**config.mk**
```make
export PLATFORM = sky130hd
export DESIGN_NAME = dual_phase_pwm_timer
export DESIGN_NICKNAME = d
export VERILOG_FILES = /design/src/rtl/dpt_pkg.sv /design/src/rtl/dpt_regfile.sv /design/src/rtl/dpt_counter.sv /design/src/rtl/dual_phase_pwm_timer.sv
export SDC_FILE = /design/constraint.sdc
export NUM_CORES = 1
export LEC_CHECK = 0
export ABC_AREA = 1
export BUFFER_PORTS_ARGS = -buffer_cell sky130_fd_sc_hd__buf_4
export CELL_PAD_IN_SITES_DETAIL_PLACEMENT = 2
export CELL_PAD_IN_SITES_GLOBAL_PLACEMENT = 2
export CORE_MARGIN = 3
export CORE_UTILIZATION = 29
export DETAILED_ROUTE_END_ITERATION = 10
export GPL_TIMING_DRIVEN = 0
export PLACE_DENSITY_LB_ADDON = 0.1
export SYNTH_ARGS = -nofsm -noshare
export SYNTH_HDL_FRONTEND = slang
export SYNTH_SLANG_ARGS = --single-unit
```
**constraint.sdc**
```tcl
create_clock -name clk -period 1.7 [get_ports clk]
set_input_delay 0.17 -clock clk [delete_from_list [all_inputs] [get_ports clk]]
set_output_delay 0.17 -clock clk [all_outputs]
set_load 0.02 [all_outputs]
```
**src/rtl/dpt_pkg.sv**
```systemverilog
package dpt_pkg;
   // channel-local byte offsets
   localparam int OFF_LOAD_LO = 'h00;
   localparam int OFF_CUR     = 'h04;
   localparam int OFF_CTRL    = 'h08;
   localparam int OFF_CLEAR   = 'h0C;
   localparam int OFF_STAT    = 'h10;
   localparam int HI_BANK     = 'hB0;
   localparam int HI_STRIDE   = 4;
   localparam int CTRL_W      = 4;

   // control field: bit3 pwm, bit2 mask, bit1 user mode, bit0 enable
   typedef struct packed {
      logic pwm;
      logic mask;
      logic user;
      logic en;
   } ctrl_t;
endpackage

```
**src/rtl/dpt_regfile.sv**
```systemverilog
module dpt_regfile #(
   parameter int DATA_W   = 32,
   parameter int ADDR_W   = 8,
   parameter int CHAN_IDX = 0
) (
   input  logic                clk,
   input  logic                rst_n,
   input  logic                wr,
   input  logic                rd,
   input  logic [ADDR_W-1:0]   addr,
   input  logic [DATA_W-1:0]   wdata,
   input  logic [DATA_W-1:0]   cnt,
   input  logic                flag,
   output logic [DATA_W-1:0]   rdata,
   output logic [DATA_W-1:0]   load_lo,
   output logic [DATA_W-1:0]   load_hi,
   output dpt_pkg::ctrl_t      ctrl,
   output logic                start,
   output logic                clr
);
   localparam logic [ADDR_W-1:0] A_LO   = ADDR_W'(dpt_pkg::OFF_LOAD_LO);
   localparam logic [ADDR_W-1:0] A_CUR  = ADDR_W'(dpt_pkg::OFF_CUR);
   localparam logic [ADDR_W-1:0] A_CTRL = ADDR_W'(dpt_pkg::OFF_CTRL);
   localparam logic [ADDR_W-1:0] A_CLR  = ADDR_W'(dpt_pkg::OFF_CLEAR);
   localparam logic [ADDR_W-1:0] A_STAT = ADDR_W'(dpt_pkg::OFF_STAT);
   localparam logic [ADDR_W-1:0] A_HI   =
      ADDR_W'(dpt_pkg::HI_BANK + dpt_pkg::HI_STRIDE * CHAN_IDX);
   localparam int PAD_W = DATA_W - dpt_pkg::CTRL_W;

   logic wr_lo, wr_hi, wr_ctrl;

   assign wr_lo   = wr && (addr == A_LO);
   assign wr_hi   = wr && (addr == A_HI);
   assign wr_ctrl = wr && (addr == A_CTRL);

   // enable rising edge through a control write
   assign start = wr_ctrl && wdata[0] && !ctrl.en;
   assign clr   = rd && (addr == A_CLR);

   always_ff @(posedge clk or negedge rst_n) begin
      if (!rst_n) begin
         load_lo <= '0;
         load_hi <= '0;
         ctrl    <= '0;
      end else begin
         if (wr_lo)   load_lo <= wdata;
         if (wr_hi)   load_hi <= wdata;
         if (wr_ctrl) ctrl    <= dpt_pkg::ctrl_t'(wdata[dpt_pkg::CTRL_W-1:0]);
      end
   end

   always_comb begin
      rdata = '0;
      if (addr == A_LO)        rdata = load_lo;
      else if (addr == A_HI)   rdata = load_hi;
      else if (addr == A_CUR)  rdata = cnt;
      else if (addr == A_CTRL) rdata = {{PAD_W{1'b0}}, ctrl};
      else if (addr == A_STAT) rdata = {{(DATA_W-1){1'b0}}, flag & ~ctrl.mask};
   end
endmodule

```
**src/rtl/dpt_counter.sv**
```systemverilog
module dpt_counter #(
   parameter int DATA_W = 32
) (
   input  logic               clk,
   input  logic               rst_n,
   input  logic               start,
   input  logic               clr,
   input  dpt_pkg::ctrl_t     ctrl,
   input  logic [DATA_W-1:0]  load_lo,
   input  logic [DATA_W-1:0]  load_hi,
   output logic [DATA_W-1:0]  cnt,
   output logic               phase,
   output logic               flag
);
   logic at_zero, tick;

   assign at_zero = (cnt == '0);
   assign tick    = ctrl.en && !start && at_zero;

   always_ff @(posedge clk or negedge rst_n) begin
      if (!rst_n) begin
         cnt   <= '0;
         phase <= 1'b0;
      end else if (start) begin
         cnt   <= load_lo;
         phase <= 1'b0;
      end else if (ctrl.en) begin
         if (!at_zero) begin
            cnt <= cnt - DATA_W'(1);
         end else if (!ctrl.user) begin
            cnt <= '1;
         end else if (ctrl.pwm) begin
            cnt   <= phase ? load_lo : load_hi;
            phase <= ~phase;
         end else begin
            cnt <= load_lo;
         end
      end else begin
         phase <= 1'b0;
      end
   end

   always_ff @(posedge clk or negedge rst_n) begin
      if (!rst_n)    flag <= 1'b0;
      else if (tick) flag <= 1'b1;
      else if (clr)  flag <= 1'b0;
   end
endmodule

```
**src/rtl/dual_phase_pwm_timer.sv**
```systemverilog
module dual_phase_pwm_timer #(
   parameter int DATA_W   = 32,
   parameter int ADDR_W   = 8,
   parameter int CHAN_IDX = 0
) (
   input  logic               clk,
   input  logic               rst_n,
   input  logic               reg_wr,
   input  logic               reg_rd,
   input  logic [ADDR_W-1:0]  reg_addr,
   input  logic [DATA_W-1:0]  reg_wdata,
   output logic [DATA_W-1:0]  reg_rdata,
   output logic               pwm_out,
   output logic               irq
);
   localparam int HI_TOP = dpt_pkg::HI_BANK + dpt_pkg::HI_STRIDE * CHAN_IDX;

   generate
      if (DATA_W < 8 || DATA_W > 64) begin : g_bad_data_w
         $error("DATA_W must be within 8..64");
      end
      if (ADDR_W < 8) begin : g_bad_addr_w
         $error("ADDR_W must be at least 8");
      end
      if (CHAN_IDX < 0 || HI_TOP >= (1 << ADDR_W)) begin : g_bad_chan
         $error("CHAN_IDX places the high reload outside the address space");
      end
   endgenerate

   dpt_pkg::ctrl_t     ctrl_q;
   logic [DATA_W-1:0]  load_lo_q, load_hi_q, cnt_q;
   logic               start_p, clr_p, phase_q, flag_q;

   dpt_regfile #(.DATA_W(DATA_W), .ADDR_W(ADDR_W), .CHAN_IDX(CHAN_IDX)) u_regs (
      .clk     (clk),
      .rst_n   (rst_n),
      .wr      (reg_wr),
      .rd      (reg_rd),
      .addr    (reg_addr),
      .wdata   (reg_wdata),
      .cnt     (cnt_q),
      .flag    (flag_q),
      .rdata   (reg_rdata),
      .load_lo (load_lo_q),
      .load_hi (load_hi_q),
      .ctrl    (ctrl_q),
      .start   (start_p),
      .clr     (clr_p)
   );

   dpt_counter #(.DATA_W(DATA_W)) u_cnt (
      .clk     (clk),
      .rst_n   (rst_n),
      .start   (start_p),
      .clr     (clr_p),
      .ctrl    (ctrl_q),
      .load_lo (load_lo_q),
      .load_hi (load_hi_q),
      .cnt     (cnt_q),
      .phase   (phase_q),
      .flag    (flag_q)
   );

   assign pwm_out = ctrl_q.en & ctrl_q.pwm & ctrl_q.user & phase_q;
   assign irq     = flag_q & ~ctrl_q.mask;
endmodule

```
==> results.env <==
RUN_STATUS='finished, violations left'
VIOLATIONS='setup timing'
CTS.CLK_SLEW.WORST_PATHS_PS=80
MOST_COMMON_CELL_IN_THE_NETLIST='nand2_1'
POWER.IR.VDD_WORST_mV=0.492
POSTSYNTH.TOPFLOPCELL='dfrtp_1'
MAX_SLEW.WORST_PIN.SLEW_PS=692
GRTUSAGEMET2=0.464
CTS_TREE='done'
SYNTH_LARGEST_AREA_CELL='dfrtp_1'
PLACED_CELLS_INCL_TAPS=1344
DIEAREA_MM2=0.0247
DIE_HEIGHT_UM=157
SYNTH.CELLS.MOST_FREQUENT='nand2_1 (320), o21ai_0 (114), inv_1 (108)'
INSERTEDDIODECOUNT=0
FLOORPLAN.DIE.WIDTH_UM=157
SYNTH.DISTINCT_CELLS=38
SYNTH-SEQ-AREA-SHARE=0.385
POWER.TOTAL_mW=10.5
SLEW_VIOLATIONS=0
FLOORPLAN.INITIALDENSITY=0.299
IOPINCOUNT=78
SYNTH-WARNING-COUNT=0
FMAX_GHz=0.505
LAYOUT.NETS=1200
POST_SYN_INSTANCES=987
POST-ROUTE-PERIOD-UTIL=1.16
ROUTE.VIAS.TOTAL=7696
CTS-ROOT-TO-SINK-BUFFERS=2
TOTAL_LEAKAGE_POWER_nW=4.32
ROUTED_VIA_DENSITY=5.35
NUMPORTBUFFERS=77
CP_DATA_ARRIVAL_TIME_PS=2220
DETAILED_PLACE_HPWL_UM=24800
GRT_PEAK_USE_LAYER='met2'
SYN2LAYOUT_AREA_GROWTH_PCT=43.6
FIN_AREA_MM2=0.00951
CLKLATENCYLATEPIN_PS=370
FINAL-HOLD-VIOLATION-COUNT=0
ASYNC_RESET_FF_FRAC=1.00
PLACE.GP.CONGESTION=0.857
MAXCAPVIOLCOUNT=0
GLOBALROUTEOVERFLOWTOTAL=0
FIN_CRIT_PS=1980
CRITPATHKIND='flop to flop'
CRIT_PATH_MAX_FANOUT=4
GRTUSAGEMET1=0.408
FINAL_WORST_HOLD_SLACK_PS=78.4
SYNTH_LARGEST_TYPE_AREA_FRACTION=0.385
ANT_NETS=0
SYNTH_AREA_MM2=0.00663
GRT_PASS1_WL_UM=51900
MAPPEDNETLISTNETS=1033
SYNTHESIS.AREA_PER_INSTANCE_UM2=6.71
SYNTH_AREA_LEADERS='dfrtp_1 (39%), nand2_1 (18%), o21ai_0 (8.6%)'
CLKSINKCOUNT=102
USE_MET3=0.0250
DETAIL_ROUTE.ITER0.VIOLATIONS=539
RSZ0062_AT_GRT='true'
CLK_ROOT_BUFFER_CELL='clkbuf_16'
WORST_CLOCK_SKEW_PS=13.3
DRC=0
PLACED_AREA_MM2=0.00755
GRT_PASS1_VIAS=8078
PLACEABLECOREAREA_MM2=0.0222
GRT_ANTENNA_BEFORE_REPAIR=0
FIN_UTIL=0.429
WORST_SETUP_PATH_END_KIND='flop'
LAYOUT-DRIVE-GT1-SHARE=0.344
ROUTE.FINAL.WIRE_LENGTH_UM=35400
STDCELL_COUNT=1438
FILLER_CELL_COUNT=2561
WORST_SLEW_MARGIN_REL=0.539
GRT_UTIL_ALL_LAYERS=0.282
TRITONCTS.NUM_BUFFERS=9
GRT_START_MAX_NET_PINS=103
WORSTSETUPSTARTPOINTTYPE='flop'
H-TREE-DEPTH=3
CELLPOWERDENSITY_mW_PER_MM2=1100
WORSTPATHREQUIRED_PS=1940
LAYOUT_SETUP_WS_PS=-279
TIMING.HOLD.WORST.CLASS='primary input to flop'
ROWS=54
FIN_TNS_SETUP_PS=-4680
PRE_CTS_WS_PS=-807
DRT_PRE_ANTENNA_ITERS=5
SYNTH_ENABLE_FLOP_CELLS=0
SYNTH.FF_LATCH_COUNT=102
SETUP_VIOLATIONS=33
ROUTEDWLPERCELL_UM=24.6
[timing repair]
| item | 4_1_cts | 5_1_grt |
|---|---|---|
| hold buffers | 0 | 1 |
| setup buffers | 56 | 20 |
| pin swaps | 49 | 53 |
| setup endpoints to repair | 69 | 81 |
| endpoints found under the hold margin | 0 | 102 |
| gates cloned | 3 | 1 |
| resized for setup | 227 | 113 |
[worst max-delay path: stages, from the launching register on]
cell and delay, ps:
dfrtp_1 430, inv_4 120, buf_4 130, ha_4 150, nand2_4 90, nor2_1 270
nand2_1 160, xor2_1 180, nand2_2 90, o21ai_2 70, nand2_1 90, nand2_1 90
[path summary, 6_finish.rpt]
path                       slack (ps)                        endpoint  cells after the start                            from
max                              -280       u_cnt.cnt[16]$_DFFE_PN0P_                     11        u_cnt.cnt[0]$_DFFE_PN0P_
min                                80   u_regs.load_hi[6]$_DFFE_PN0P_                      3                    reg_wdata[6]
max reg2reg                      -280       u_cnt.cnt[16]$_DFFE_PN0P_                     11        u_cnt.cnt[0]$_DFFE_PN0P_
min reg2reg                       490  u_regs.load_hi[18]$_DFFE_PN0P_                      2  u_regs.load_hi[18]$_DFFE_PN0P_
max in group asynchronous         820        u_cnt.cnt[9]$_DFFE_PN0P_                      3                           rst_n
min in group asynchronous         170   u_regs.load_lo[5]$_DFFE_PN0P_                      2                           rst_n
[logic make-up after synthesis]
| family | synth area share |
|---|---|
| compound gates | 0.193 |
| xor+xnor | 0.0119 |
| fa+ha+maj | 0.00378 |
| buf+inv | 0.0986 |
| flops | 0.385 |
| simple gates | 0.307 |
[routing by layer]
metal  vias up  routed length, µm
li1       3538                  -
met1      3937              16500
met2       178              17000
met3        43               1290
met4         0                633
met5         -                  0
[layout make-up]
type	instances	area [µm²]	share of cell area
Tap cell	280	350	0.0368
Buffer	43	370	0.0389
Clock inverter	6	56.3	0.00592
Sequential cell	102	2580	0.272
Timing Repair Buffer	156	1330	0.139
Multi-Input combinational cell	728	4130	0.434
Inverter	114	470	0.0495
Clock buffer	9	225	0.0237
[placed cells by master (no fill, tap or decap), types with 5 or more instances in the layout]
cell       count
a21oi_2       14
dfrtp_1       76
buf_8          8
o211ai_1      21
nand2_4        7
dfrtp_2       26
nor2_1        65
a22oi_1       11
xor2_1         9
o21ai_0       87
inv_1         90
nand3_1       44
nand2_2       29
a21oi_1       20
buf_6         22
nand3_2        5
o21ai_2       13
inv_2         11
clkbuf_1      10
nand2_1      286
buf_4        133
clkbuf_2       9
inv_4         10
nor2_4        31
clkbuf_16     11
nor2_2        14
o21ai_1       21
[registers in the layout, indices dropped and copies added (netlist names)]
signal	count
u_regs.load_hi	32
u_regs.ctrl	4
u_regs.load_lo	32
u_cnt.flag	1
u_cnt.phase	1
u_cnt.cnt	32
[power breakdown]
| part | internal, mW | total [mW] | switching [mW] | leakage, nW |
|---|---|---|---|---|
| sequential | 2.90 | 3.61 | 0.709 | 1.31 |
| combinational | 1.81 | 4.74 | 2.93 | 2.87 |
| clock | 1.02 | 2.12 | 1.10 | 0.136 |
| total | 5.73 | 10.5 | 4.74 | 4.32 |
Power figures use the tool's default switching activity.
